$ cat src/rtl/link_act_pkg.sv
package link_act_pkg;
  typedef enum logic [1:0] {
    ST_IDLE = 2'b00,
    ST_REQ  = 2'b01,
    ST_MID  = 2'b10,
    ST_UP   = 2'b11
  } lac_state_e;

  typedef enum logic [2:0] {
    TX_I0 = 3'd0,
    TX_I1 = 3'd1,
    TX_I2 = 3'd2,
    TX_I3 = 3'd3,
    TX_I4 = 3'd4
  } tx_info_e;

  localparam logic [1:0] RX_NONE   = 2'd0;
  localparam logic [1:0] RX_INFO1  = 2'd1;
  localparam logic [1:0] RX_FRAMED = 2'd2;
endpackage

$ cat src/rtl/lac_sync_qual.sv
module lac_sync_qual #(
  parameter int N_FRAMES = 3
) (
  input  logic clk_i,
  input  logic rst_ni,
  input  logic frame_tick_i,
  input  logic frame_ok_i,
  output logic sync_o
);
  localparam int W = $clog2(N_FRAMES + 1);
  localparam logic [W-1:0] LIM = W'(N_FRAMES);

  logic [W-1:0] cnt_q;

  always_ff @(posedge clk_i or negedge rst_ni) begin
    if (!rst_ni) begin
      cnt_q <= '0;
    end else if (frame_tick_i) begin
      if (!frame_ok_i)      cnt_q <= '0;
      else if (cnt_q != LIM) cnt_q <= cnt_q + 1'b1;
    end
  end

  assign sync_o = (cnt_q == LIM);
endmodule

$ cat src/rtl/lac_mark_run.sv
module lac_mark_run #(
  parameter int RUN_LEN = 128
) (
  input  logic clk_i,
  input  logic rst_ni,
  input  logic bit_tick_i,
  input  logic mark_i,
  output logic hit_o
);
  localparam int W = $clog2(RUN_LEN + 1);
  localparam logic [W-1:0] LIM = W'(RUN_LEN);

  logic [W-1:0] run_q;

  always_ff @(posedge clk_i or negedge rst_ni) begin
    if (!rst_ni) begin
      run_q <= '0;
    end else if (bit_tick_i) begin
      if (!mark_i)           run_q <= '0;
      else if (run_q != LIM) run_q <= run_q + 1'b1;
    end
  end

  assign hit_o = (run_q == LIM);
endmodule

$ cat src/rtl/lac_fsm.sv
module lac_fsm
  import link_act_pkg::*;
#(
  parameter int TIMEOUT_MS = 32
) (
  input  logic       clk_i,
  input  logic       rst_ni,
  input  logic       nt_mode_i,
  input  logic       act_req_i,
  input  logic       deact_req_i,
  input  logic [1:0] rx_info_i,
  input  logic       sync_i,
  input  logic       rx_a_i,
  input  logic       ms_tick_i,
  output lac_state_e state_o,
  output tx_info_e   tx_info_o
);
  localparam int TW = (TIMEOUT_MS > 1) ? $clog2(TIMEOUT_MS) : 1;
  localparam logic [TW-1:0] T_LAST = TW'(TIMEOUT_MS - 1);

  lac_state_e st_q, st_d;
  logic [TW-1:0] ms_q;
  logic          in_wait;
  logic          expire;

  assign in_wait = nt_mode_i && (st_q == ST_MID);
  assign expire  = in_wait && ms_tick_i && (ms_q == T_LAST);

  always_ff @(posedge clk_i or negedge rst_ni) begin
    if (!rst_ni)        ms_q <= '0;
    else if (!in_wait)  ms_q <= '0;
    else if (ms_tick_i) ms_q <= ms_q + 1'b1;
  end

  always_comb begin
    st_d = st_q;
    if (!nt_mode_i) begin
      unique case (st_q)
        ST_IDLE: if (act_req_i && !deact_req_i) st_d = ST_REQ;
        ST_REQ: begin
          if (deact_req_i) st_d = ST_IDLE;
          else if (sync_i) st_d = ST_MID;
        end
        ST_MID: begin
          if (deact_req_i)  st_d = ST_IDLE;
          else if (!sync_i) st_d = ST_REQ;
          else if (rx_a_i)  st_d = ST_UP;
        end
        ST_UP: begin
          if (deact_req_i)  st_d = ST_IDLE;
          else if (!sync_i) st_d = ST_REQ;
          else if (!rx_a_i) st_d = ST_MID;
        end
        default: st_d = ST_IDLE;
      endcase
    end else begin
      unique case (st_q)
        ST_IDLE:
          if (!deact_req_i && (act_req_i || rx_info_i == RX_INFO1)) st_d = ST_REQ;
        ST_REQ: begin
          if (deact_req_i) st_d = ST_MID;
          else if (sync_i && rx_info_i == RX_FRAMED) st_d = ST_UP;
        end
        ST_UP: begin
          if (deact_req_i)  st_d = ST_MID;
          else if (!sync_i) st_d = ST_REQ;
        end
        ST_MID: if (expire) st_d = ST_IDLE;
        default: st_d = ST_IDLE;
      endcase
    end
  end

  always_ff @(posedge clk_i or negedge rst_ni) begin
    if (!rst_ni) st_q <= ST_IDLE;
    else         st_q <= st_d;
  end

  always_comb begin
    tx_info_o = TX_I0;
    if (!nt_mode_i) begin
      unique case (st_q)
        ST_REQ:       tx_info_o = (rx_info_i == RX_NONE) ? TX_I1 : TX_I0;
        ST_MID, ST_UP: tx_info_o = TX_I3;
        default:      tx_info_o = TX_I0;
      endcase
    end else begin
      unique case (st_q)
        ST_REQ:  tx_info_o = TX_I2;
        ST_UP:   tx_info_o = TX_I4;
        default: tx_info_o = TX_I0;
      endcase
    end
  end

  assign state_o = st_q;
endmodule

$ cat src/rtl/link_act_ctrl.sv
module link_act_ctrl
  import link_act_pkg::*;
#(
  parameter int SYNC_FRAMES = 3,
  parameter int TIMEOUT_MS  = 32,
  parameter int MARK_RUN    = 128
) (
  input  logic       clk_i,
  input  logic       rst_ni,
  input  logic       nt_mode_i,
  input  logic       act_req_i,
  input  logic       deact_req_i,
  input  logic [1:0] rx_info_i,
  input  logic       frame_tick_i,
  input  logic       frame_ok_i,
  input  logic       rx_a_i,
  input  logic       ms_tick_i,
  input  logic       bit_tick_i,
  input  logic       rx_mark_i,
  output logic [2:0] tx_info_o,
  output logic       sync_ba_o,
  output logic [1:0] state_o,
  output logic       te_rst_no
);
  logic       sync;
  logic       run_hit;
  logic       show_sync_q;
  lac_state_e st;
  tx_info_e   tx;

  lac_sync_qual #(.N_FRAMES(SYNC_FRAMES)) u_sync (
    .clk_i        (clk_i),
    .rst_ni       (rst_ni),
    .frame_tick_i (frame_tick_i),
    .frame_ok_i   (frame_ok_i),
    .sync_o       (sync)
  );

  lac_mark_run #(.RUN_LEN(MARK_RUN)) u_marks (
    .clk_i      (clk_i),
    .rst_ni     (rst_ni),
    .bit_tick_i (bit_tick_i),
    .mark_i     (rx_mark_i),
    .hit_o      (run_hit)
  );

  lac_fsm #(.TIMEOUT_MS(TIMEOUT_MS)) u_fsm (
    .clk_i       (clk_i),
    .rst_ni      (rst_ni),
    .nt_mode_i   (nt_mode_i),
    .act_req_i   (act_req_i),
    .deact_req_i (deact_req_i),
    .rx_info_i   (rx_info_i),
    .sync_i      (sync),
    .rx_a_i      (rx_a_i),
    .ms_tick_i   (ms_tick_i),
    .state_o     (st),
    .tx_info_o   (tx)
  );

  // status meaning switches only at a frame boundary
  always_ff @(posedge clk_i or negedge rst_ni) begin
    if (!rst_ni)           show_sync_q <= 1'b0;
    else if (frame_tick_i) show_sync_q <= act_req_i && !deact_req_i;
  end

  assign sync_ba_o = show_sync_q ? sync : (rx_info_i != RX_NONE);
  assign state_o   = st;
  assign tx_info_o = tx;
  assign te_rst_no = nt_mode_i || !run_hit;
endmodule

$ cat config.mk
export PLATFORM = sky130hd
export DESIGN_NAME = link_act_ctrl
export DESIGN_NICKNAME = d
export VERILOG_FILES = /design/src/rtl/link_act_pkg.sv /design/src/rtl/lac_sync_qual.sv /design/src/rtl/lac_mark_run.sv /design/src/rtl/lac_fsm.sv /design/src/rtl/link_act_ctrl.sv
export SDC_FILE = /design/constraint.sdc
export NUM_CORES = 1
export LEC_CHECK = 0
export CORE_MARGIN = 1
export CORE_UTILIZATION = 40
export CTS_CLUSTER_DIAMETER = 50
export DETAILED_ROUTE_END_ITERATION = 8
export DONT_BUFFER_PORTS = 1
export HOLD_SLACK_MARGIN = 0.1
export MAX_ROUTING_LAYER = met4
export PLACE_DENSITY = 0.59
export SLEW_MARGIN = 20
export SYNTH_ARGS = -nofsm -noshare
export SYNTH_HDL_FRONTEND = slang
export SYNTH_HIERARCHICAL = 1
export SYNTH_SLANG_ARGS = --single-unit
$ cat constraint.sdc
create_clock -name clk_i -period 1.6 [get_ports clk_i]
set_input_delay 0 -clock clk_i [delete_from_list [all_inputs] [get_ports clk_i]]
set_output_delay 0 -clock clk_i [all_outputs]
set_load 0.1 [all_outputs]
==> summary.txt <==
Timing
  – Final hold slack: 0.148 ns
  – Fmax: 0.578 GHz
  – RSZ-0062 raised after global routing: yes
  – Final WS setup: -0.130 ns
  – Slew Limit Fails: 0
  – Max-slew headroom: 0.443
  – Slew @ Worst Pin: 0.833 ns
  – Final setup vio count: 2
  – Final hold vios: 0
  – Period utilization: 1.08
  – Clock skew: 0.00478 ns
  – Fin crit period: 1.73 ns

Critical path
  – Critical Path RT: 1.79 ns
  – Worst-path fanout max: 3
  – CP Class: flop to flop
  – Worst setup EP type: flop
  – WP data arrival: 1.92 ns
  – CP startpoint kind: flop

Finish
  – ANT cells: 0
  – Layout cells sized above 1: 0.340
  – Area Overhead vs Synth: 38.6%
  – Most frequent cells in the layout: buf_4, dfrtp_1, nor2_1, nand2_1
  – Fill cells: 231
  – Most common cell after layout, fill and taps aside: buf_4
  – Layout Nets: 181

Drt
  – DRC violation count after routing: 0
  – DR vias/cell: 5.67
  – Routed Antenna Nets: 0
  – Total number of vias: 1095
  – DR WL/cell: 14.4 microns
  – DR pass1 iterations: 4
  – Total Wirelength: 2.79 mm
  – Initial drt markers: 80

Placed design
  – DP HPWL: 1.82 mm
  – IO Port Bufs: 0
  – Post-Place Worst Slack: -0.0927 ns
  – RePlAce Congestion: 0.857

Outcome
  – Failing checks: setup timing
  – Status: complete, but fails checks

Pwr
  – Static leakage: 0.702 nW
  – Psw: 0.000957 W
  – Comb power frac: 0.565
  – Clock share of power: 0.131
  – Sw Share: 0.451
  – Internal: 0.00117 W
  – Total Power: 0.00212 W
  – Worst supply voltage drop on vdd: 1.12 mV
  – Flop pwr share: 0.304
  – Pwr Density: 1300 mW/mm^2

Clocking
  – Num CTS Buffers: 3
  – CTS Sinks: 18
  – Maximum clock path buffer count: 2
  – TritonCTS clock tree: built
  – Clk pin slew, worst setup/hold paths: 0.11 ns
  – Skew-Pair Late Insertion Delay: 0.29 ns
  – H-tree depth: 1
  – Clk root buf: clkbuf_4

Global routing
  – Tot GR Track Use: 0.188
  – Global-route wire length before repair: 4.56 mm
  – GRT overflow: 0
  – Antenna violations before repair: 0
  – Vias in the first global route: 1024
  – Largest net degree at the start of global routing: 19

Synth
  – Post-synthesis cell count: 131
  – Sequential fraction of the synthesis area: 0.383
  – Post-synth net total: 149
  – Synthesis warning total: 6
  – Primary FF master, synth: dfrtp_1
  – Synth cell types: 40
  – Syn_area_per_cell: 8.98 sq um
  – Number of synthesized register bits: 18
  – Ys async rst share: 1.00
  – EDFF count, synth: 0
  – Post-Syn Area: 0.00118 sq mm

Die
  – FP Rows: 19
  – Die height: 56.2 microns
  – I/O pins: 20
  – Core footprint: 0.00278 sq mm
  – Die Area: 0.00316 sq mm
  – Initial core utilization: 0.423
  – Die W: 56.2 microns

Flow run
  – Max_cap viols: 0

Worst hold path
  – Hold Path Class: input pin to flop
-- synthesized netlist by cell type, drive strengths merged (3+ instances only) --
cell type	instances	area [sq um]
nor2	13	48.8
ha	5	62.6
o22ai	3	18.8
nand2	10	37.5
o211ai	3	22.5
mux2i	3	30.0
mux2	5	56.3
nand3	10	50.1
o21ai	7	35.0
nand4	5	31.3
nand3b	3	22.5
or4	3	22.5
inv	8	30.0
dfrtp	18	450
a21oi	5	25.0
nand2b	3	18.8
-- final timing paths --
| kind | from | endpoint | slack [ns] | depth (start not counted) |
|---|---|---|---|---|
| setup / recovery | u_sync/cnt_q[0] | u_fsm/state_o[0] | -0.13 | 6 |
| setup reg to reg | u_sync/cnt_q[0] | u_fsm/state_o[0] | -0.13 | 6 |
| hold / removal | deact_req_i | u_fsm/state_o[1] | 0.15 | 4 |
| max in group asynchronous | rst_ni | u_fsm/state_o[0] | 0.75 | 1 |
| min in group asynchronous | rst_ni | show_sync_q | 0.24 | 1 |
| hold reg to reg | u_marks/run_q[7] | u_marks/run_q[7] | 0.54 | 2 |
-- power by group through the flow --
stage / registers [W] / logic [W] / clock network, W
after global placement: 0.000645 / 0.000969 / 0
after CTS: 0.000633 / 0.00110 / 0.000288
final: 0.000645 / 0.00120 / 0.000278
after global routing: 0.000659 / 0.00126 / 0.000318
after detailed placement: 0.000648 / 0.000991 / 0
after floorplan: 0.000786 / 0.000631 / 0
-- area by class of cell --
cell class | count | area, sq um | area share
Clock buffer | 4 | 36.3 | 0.0223
Inverter | 8 | 33.8 | 0.0207
Multi-Input combinational cell | 100 | 752 | 0.461
Sequential cell | 18 | 458 | 0.281
Tap cell | 31 | 38.8 | 0.0238
Timing Repair Buffer | 32 | 312 | 0.191
-- critical path, cell delays in order (launching register included) --
cell and delay (ns):
dfrtp_1 0.37, ha_2 0.21, inv_2 0.05, or3_1 0.31, nand4_1 0.12, nand4_1 0.21
mux2_4 0.36
-- metal layers --
layer / vias to the layer above / GRT usage / share of wire
li1: 545 / - / -
met1: 522 / 0.250 / 0.45
met2: 24 / 0.282 / 0.50
met3: 4 / 0.0302 / 0.034
met4: 0 / 0.0836 / 0.014
met5: - / - / 0
-- stage by stage --
| stage | utilization | TNS (ns) | cell area (sq um) | std cells |
|---|---|---|---|---|
| 2_1_floorplan | - | -0.414 | 1220 | 131 |
| 6_report | 0.586 | -0.257 | 1630 | 193 |
| 5_1_grt | 0.586 | -0.338 | 1630 | 193 |
| 3_5_place_dp | 0.494 | -0.180 | 1380 | 172 |
| 3_3_place_gp | 0.494 | -0.0947 | 1380 | 172 |
| 4_1_cts | 0.560 | -0.212 | 1560 | 188 |
-- cell families (layout without fill, tap and decap cells) --
kind of cell,after synthesis,after routing,share of synthesized area
XOR/XNOR,3,3,0.0223
buffers and inverters,13,44,0.0511
AO/OA/AOI/OAI,24,24,0.136
adder cells (fa/ha/maj),5,5,0.0532
AND/OR/NAND/NOR,60,60,0.281
flip-flops,18,18,0.383
multiplexers,8,8,0.0734
-- sequential cells by signal, summed over array words and instances, names as in the netlist --
name / count
u_sync/cnt_q: 2
show_sync_q: 1
u_fsm/ms_q: 5
u_fsm/state_o: 2
u_marks/run_q: 8
-- repair_timing --
action | CTS | global route
buffers inserted | 3 | 5
gates resized for setup | 8 | 11
endpoints found under the setup margin | 5 | 6
pin swaps | 7 | 1
hold endpoints to repair | 36 | 0
hold buffers | 9 | 0
Note: power is estimated with default switching activity, not from simulation.
